$ cat config.mk
export PLATFORM = sky130hd
export DESIGN_NAME = thread_way_predictor
export DESIGN_NICKNAME = d
export VERILOG_FILES = /design/src/rtl/twp_pkg.sv /design/src/rtl/twp_ctx_unit.sv /design/src/rtl/twp_tag_store.sv /design/src/rtl/twp_way_match.sv /design/src/rtl/thread_way_predictor.sv
export SDC_FILE = /design/constraint.sdc
export NUM_CORES = 1
export LEC_CHECK = 0
export BUFFER_PORTS_ARGS = -buffer_cell sky130_fd_sc_hd__buf_2
export CAP_MARGIN = 20
export CORE_ASPECT_RATIO = 1.75
export CORE_UTILIZATION = 30
export DETAILED_ROUTE_END_ITERATION = 8
export HOLD_SLACK_MARGIN = 0.08
export PLACE_DENSITY = 0.44
export SKIP_CTS_REPAIR_TIMING = 1
export SYNTH_ARGS = -nofsm -noshare
export SYNTH_HDL_FRONTEND = slang
export SYNTH_SLANG_ARGS = --single-unit
export TNS_END_PERCENT = 10
$ cat constraint.sdc
create_clock -name clk -period 4.5 [get_ports clk]
set_clock_uncertainty 0.15 [all_clocks]
set_input_delay 0.45 -clock clk [delete_from_list [all_inputs] [get_ports clk]]
set_output_delay 0.45 -clock clk [all_outputs]
set_load 0.02 [all_outputs]
$ cat src/rtl/twp_pkg.sv
package twp_pkg;
   // Policy applied to the per-way thread comparison
   typedef enum logic {
      MODE_ADAPTIVE = 1'b0,
      MODE_SHARED   = 1'b1
   } twp_mode_e;
endpackage

$ cat src/rtl/twp_ctx_unit.sv
// Registered comparison of the two threads' translation state.
module twp_ctx_unit #(
   parameter int PTB_W   = 32,
   parameter int PMODE_W = 2
) (
   input  logic               clk,
   input  logic               rst_n,
   input  logic [PTB_W-1:0]   ptb_a,
   input  logic [PMODE_W-1:0] pm_a,
   input  logic [PTB_W-1:0]   ptb_b,
   input  logic [PMODE_W-1:0] pm_b,
   output logic               ctx_same
);
   localparam int CMP_W = PTB_W + PMODE_W;

   logic [CMP_W-1:0] side_a, side_b;
   logic             eq_now;

   assign side_a = {ptb_a, pm_a};
   assign side_b = {ptb_b, pm_b};
   assign eq_now = (side_a == side_b);

   always_ff @(posedge clk or negedge rst_n) begin
      if (!rst_n) ctx_same <= 1'b0;
      else        ctx_same <= eq_now;
   end
endmodule

$ cat src/rtl/twp_tag_store.sv
// Per-way arrays of valid, partial tag and owner thread.
module twp_tag_store #(
   parameter int WAYS   = 4,
   parameter int SETS   = 32,
   parameter int PTAG_W = 5,
   localparam int SET_W = $clog2(SETS),
   localparam int WAY_W = $clog2(WAYS)
) (
   input  logic                     clk,
   input  logic                     rst_n,
   input  logic [SET_W-1:0]         rd_set,
   output logic [WAYS-1:0]          rd_v,
   output logic [WAYS*PTAG_W-1:0]   rd_tag,
   output logic [WAYS-1:0]          rd_tid,
   input  logic                     wr_en,
   input  logic [SET_W-1:0]         wr_set,
   input  logic [WAY_W-1:0]         wr_way,
   input  logic [PTAG_W-1:0]        wr_tag,
   input  logic                     wr_tid
);
   initial begin
      if (SETS != (1 << SET_W)) $fatal(1, "SETS must be a power of two");
      if (WAYS != (1 << WAY_W)) $fatal(1, "WAYS must be a power of two");
   end

   for (genvar w = 0; w < WAYS; w++) begin : g_way
      logic              v_q   [SETS];
      logic [PTAG_W-1:0] tag_q [SETS];
      logic              tid_q [SETS];
      logic              wr_hit;

      assign wr_hit = wr_en && (wr_way == WAY_W'(w));

      always_ff @(posedge clk or negedge rst_n) begin
         if (!rst_n) begin
            for (int s = 0; s < SETS; s++) v_q[s] <= 1'b0;
         end else if (wr_hit) begin
            v_q[wr_set] <= 1'b1;
         end
      end

      always_ff @(posedge clk) begin
         if (wr_hit) begin
            tag_q[wr_set] <= wr_tag;
            tid_q[wr_set] <= wr_tid;
         end
      end

      // Read reflects the contents before any write on this edge
      assign rd_v[w]                      = v_q[rd_set];
      assign rd_tag[w*PTAG_W +: PTAG_W]   = tag_q[rd_set];
      assign rd_tid[w]                    = tid_q[rd_set];
   end
endmodule

$ cat src/rtl/twp_way_match.sv
// Per-way compare and lowest-way priority select.
module twp_way_match #(
   parameter int WAYS   = 4,
   parameter int PTAG_W = 5,
   localparam int WAY_W = $clog2(WAYS)
) (
   input  logic [WAYS-1:0]        rd_v,
   input  logic [WAYS*PTAG_W-1:0] rd_tag,
   input  logic [WAYS-1:0]        rd_tid,
   input  logic [PTAG_W-1:0]      lk_tag,
   input  logic                   lk_tid,
   input  logic                   tid_waive,
   output logic                   any_hit,
   output logic [WAY_W-1:0]       hit_way
);
   logic [WAYS-1:0] way_hit;

   for (genvar w = 0; w < WAYS; w++) begin : g_cmp
      logic tag_eq, tid_ok;
      assign tag_eq     = (rd_tag[w*PTAG_W +: PTAG_W] == lk_tag);
      assign tid_ok     = tid_waive || (rd_tid[w] == lk_tid);
      assign way_hit[w] = rd_v[w] && tag_eq && tid_ok;
   end

   assign any_hit = |way_hit;

   always_comb begin
      hit_way = '0;
      for (int w = WAYS - 1; w >= 0; w--) begin
         if (way_hit[w]) hit_way = WAY_W'(w);
      end
   end
endmodule

$ cat src/rtl/thread_way_predictor.sv
module thread_way_predictor
   import twp_pkg::*;
#(
   parameter int ADDR_W   = 32,
   parameter int WAYS     = 4,
   parameter int SETS     = 32,
   parameter int LINE_LSB = 6,
   parameter int PTAG_LSB = 11,
   parameter int PTAG_W   = 5,
   parameter int PTB_W    = 32,
   parameter int PMODE_W  = 2,
   localparam int SET_W   = $clog2(SETS),
   localparam int WAY_W   = $clog2(WAYS)
) (
   input  logic               clk,
   input  logic               rst_n,
   input  logic               mode_sel,
   input  logic [PTB_W-1:0]   t0_ptb,
   input  logic [PMODE_W-1:0] t0_pmode,
   input  logic [PTB_W-1:0]   t1_ptb,
   input  logic [PMODE_W-1:0] t1_pmode,
   input  logic               lk_valid,
   input  logic [ADDR_W-1:0]  lk_addr,
   input  logic               lk_tid,
   input  logic               fill_valid,
   input  logic [ADDR_W-1:0]  fill_addr,
   input  logic [WAY_W-1:0]   fill_way,
   input  logic               fill_tid,
   output logic               pred_valid,
   output logic               pred_hit,
   output logic [WAY_W-1:0]   pred_way
);
   initial begin
      if (PTAG_LSB < LINE_LSB + SET_W) $fatal(1, "partial tag overlaps set index");
      if (ADDR_W < PTAG_LSB + PTAG_W)  $fatal(1, "address too narrow for partial tag");
      if (WAYS < 2)                    $fatal(1, "at least two ways required");
   end

   logic [SET_W-1:0]       lk_set, fl_set;
   logic [PTAG_W-1:0]      lk_tag, fl_tag;
   logic                   ctx_same;
   logic                   tid_waive;
   logic [WAYS-1:0]        rd_v, rd_tid;
   logic [WAYS*PTAG_W-1:0] rd_tag;
   logic                   any_hit;
   logic [WAY_W-1:0]       hit_way;
   logic                   addr_unused;

   assign lk_set = lk_addr[LINE_LSB +: SET_W];
   assign lk_tag = lk_addr[PTAG_LSB +: PTAG_W];
   assign fl_set = fill_addr[LINE_LSB +: SET_W];
   assign fl_tag = fill_addr[PTAG_LSB +: PTAG_W];
   assign addr_unused = ^{lk_addr, fill_addr};

   twp_ctx_unit #(.PTB_W(PTB_W), .PMODE_W(PMODE_W)) i_ctx (
      .clk      (clk),
      .rst_n    (rst_n),
      .ptb_a    (t0_ptb),
      .pm_a     (t0_pmode),
      .ptb_b    (t1_ptb),
      .pm_b     (t1_pmode),
      .ctx_same (ctx_same)
   );

   assign tid_waive = (twp_mode_e'(mode_sel) == MODE_ADAPTIVE) && ctx_same;

   twp_tag_store #(.WAYS(WAYS), .SETS(SETS), .PTAG_W(PTAG_W)) i_store (
      .clk    (clk),
      .rst_n  (rst_n),
      .rd_set (lk_set),
      .rd_v   (rd_v),
      .rd_tag (rd_tag),
      .rd_tid (rd_tid),
      .wr_en  (fill_valid),
      .wr_set (fl_set),
      .wr_way (fill_way),
      .wr_tag (fl_tag),
      .wr_tid (fill_tid)
   );

   twp_way_match #(.WAYS(WAYS), .PTAG_W(PTAG_W)) i_match (
      .rd_v      (rd_v),
      .rd_tag    (rd_tag),
      .rd_tid    (rd_tid),
      .lk_tag    (lk_tag),
      .lk_tid    (lk_tid),
      .tid_waive (tid_waive),
      .any_hit   (any_hit),
      .hit_way   (hit_way)
   );

   always_ff @(posedge clk or negedge rst_n) begin
      if (!rst_n) begin
         pred_valid <= 1'b0;
         pred_hit   <= 1'b0;
         pred_way   <= '0;
      end else begin
         pred_valid <= lk_valid;
         pred_hit   <= lk_valid && any_hit;
         pred_way   <= (lk_valid && any_hit) ? hit_way : '0;
      end
   end
endmodule

==> impl_metrics.tcl <==
set metrics [dict create \
    use_met3_pct 2.52 \
    final_cells 3781 \
    min_period_over_period_pct 80.2 \
    worstMarginPinSlew_ns 1.17 \
    required_ns 4.95 \
    syn_avg_cell_area_sq_um 18.1 \
    place_hpwl_um 79100 \
    seq_area_frac_synth_pct 73.0 \
    placementRows 168 \
    wl_um 116000 \
    hp-class "in -> reg" \
    gp_congestion 0.826 \
    syn_area_sq_mm 0.0362 \
    first_pass_iters 5 \
    yosysWarnings 0 \
    synth_seq_cells 901 \
    vias 19300 \
    drive_gt1_share_pct 27.9 \
    worstSkewPairLatency_ns 0.68 \
    track_usage_pct 19.1 \
    grtUsageMet1_pct 21.5 \
    pin_count 145 \
    yosysTopAreaCellShare_pct 63.8 \
    numCtsBuffers 82 \
    synth_top_area_cell "edfxtp_1" \
    design.core.area_sq_mm 0.120 \
    clkSinkCount 901 \
    hold_viol_final 0 \
    rsz0062_at_grt "false" \
    power_density_mw_per_mm2 429 \
    period_needed_ns 3.61 \
    final_cell_mix "edfxtp_1, mux2i_1, mux4_2, nor2_1, dfrtp_1" \
    ys_async_sr_fraction_pct 14.8 \
    synth_edf_count 768 \
    slew_headroom_pct 21.8 \
    grt_pass1_vias 20600 \
    overflow 0 \
    ys.flop_type "edfxtp_1" \
    first_iter_violations 1397 \
    cts_max_level 3 \
    antenna_found_initial 3 \
    final_common_cell "edfxtp_1" \
    fmaxAchievable_mhz 277 \
    synth-simple-area-share_pct 6.30 \
    synthTopCellsByArea "edfxtp_1, mux4_2, dfrtp_1" \
    startpoint_type "input pin" \
    setup_viol 0 \
    synthXorXnorAreaFrac_pct 1.26 \
    ir_drop_uv 317 \
    clk_pin_slew_ns 0.07 \
    ant_nets 0 \
    areaGrowthSynthToFinish_pct 15.3 \
    grt_start_max_net_pins 96 \
    synth_fa_ha_area_share_pct 0 \
    p_leak_nw 14.5 \
    nets 2321 \
    synth_top_family_by_area "multiplexers" \
    synthMuxAreaShare_pct 14.6 \
    fill_cells 11300 \
    cts_tree "done" \
    port-buffer-count 100 \
    synth_compound_area_share_pct 3.10 \
    die_w_um 264 \
    place_inst 3616 \
    drc 0 \
    path_class "in -> reg" \
    status "completed" \
    critPathMaxFanout 36 \
    yosysUniqueCellTypes 57 \
    grt-busiest-layer "met2" \
    dieArea_sq_mm 0.122 \
    maxCapViolCount 0 \
    die_h_um 461 \
    endpoint_kind "flip-flop" \
    viasPerCell 5.11 \
    wl_per_cell_um 30.6 \
    start_util_pct 30.2 \
    synthCells 1995 \
    groute.layer.met2.usage_pct 35.7 \
    clk_path_buf_depth 3 \
    maxSlewViolCount 0 \
    grt_pass1_wl_um 162000 \
    syn_nets 2136 \
    cp.arrival_ns 4.06 \
    clock-root-buffer "clkbuf_16" \
    finalSetupTns_ns 0 \
]
[registers in the layout, indices dropped and copies added, names as in the netlist]
name	flops
i_ctx.ctx_same	1
pred_valid	1
i_store.g_way.tag_q	640
pred_way	2
i_store.g_way.v_q	128
i_store.g_way.tid_q	128
pred_hit	1
[logic make-up after synthesis]
logic type,count (synthesis)
AO/OA/AOI/OAI,154
XOR/XNOR,52
multiplexers,331
AND/OR/NAND/NOR,449
flip-flops,901
buffers and inverters,108
[per-stage QoR]
stage / hold WS [ns] / cell area [sq um] / setup WS (ns) / util [%] / total power, W
CTS: -0.343 / 41600 / 0.965 / 34.8 / 0.0181
floorplan: 0.00441 / 36200 / 1.66 / - / 0.0102
detailed placement: 0.298 / 38900 / 0.263 / 32.5 / 0.0108
global route: 0.199 / 41700 / 0.780 / 34.9 / 0.0184
global placement: 0.295 / 38900 / 0.183 / 32.5 / 0.0108
finish: 0.208 / 41700 / 0.892 / 34.9 / 0.0179
[area by class of cell]
class	instances	area (sq um)	area share, %
Clock inverter	44	484	1.16
Tap cell	1530	1910	4.59
Inverter	4	15.0	0.0360
Timing Repair Buffer	205	1530	3.67
Sequential cell	901	26400	63.3
Clock buffer	110	2240	5.37
Antenna cell	1	2.50	0.00600
Multi-Input combinational cell	986	9140	21.9
[cells in the mapped netlist (8+ instances only)]
library cell  number
a221oi_1          19
clkbuf_1          35
buf_2             24
o21ai_0           19
buf_4             27
nand2_1           68
a21oi_1           12
nor2_1           148
nor2b_1           11
mux4_2           155
buf_6             12
dfrtp_1          133
xor2_1            23
xnor2_1           29
nand3_1           27
a22oi_1           57
mux2i_1          163
nand4_1           19
or2_2            130
mux2_2            13
edfxtp_1         768
nor3_1             8
[critical path: stages]
cell and delay, ns:
clkbuf_8 0.39, buf_12 0.33, buf_4 0.30, mux4_2 0.53, mux2i_1 0.39, o21ai_0 0.15
nor2_1 0.21, xnor2_1 0.09, nor4_1 0.56, buf_4 0.21, o21a_1 0.13, and3_1 0.15
[power breakdown]
part           leakage (nW)  internal, W  switching [W]  total (W)
Sequential             8.66      0.00924      0.0000793    0.00932
Combinational          4.56     0.000541       0.000785    0.00133
Clock                  1.31      0.00400        0.00324    0.00724
Total                  14.5       0.0138        0.00411     0.0179
[routing by layer]
metal  wire length, um  vias up  part of all wire [%]
met5                31        -                 0.027
met4              5280        4                   4.6
met3              4690      181                   4.1
met2             62500      579                    54
met1             43000    10400                    37
li1                  -     8208                     -
[final timing paths]
path	from	end	slack [ns]	depth (start not counted)
setup / recovery	lk_addr[6]	pred_way[1]	0.89	12
hold / removal	fill_addr[11]	i_store.g_way[2].tag_q[2][0]	0.21	1
setup reg to reg	i_store.g_way[3].tag_q[15][3]	pred_way[1]	1.39	9
hold reg to reg	i_store.g_way[2].v_q[0]	i_store.g_way[2].v_q[0]	0.31	1
max in group asynchronous	rst_n	i_store.g_way[1].v_q[17]	2.91	3
min in group asynchronous	rst_n	i_store.g_way[0].v_q[13]	0.23	2
(Power assumes the default switching activity.)
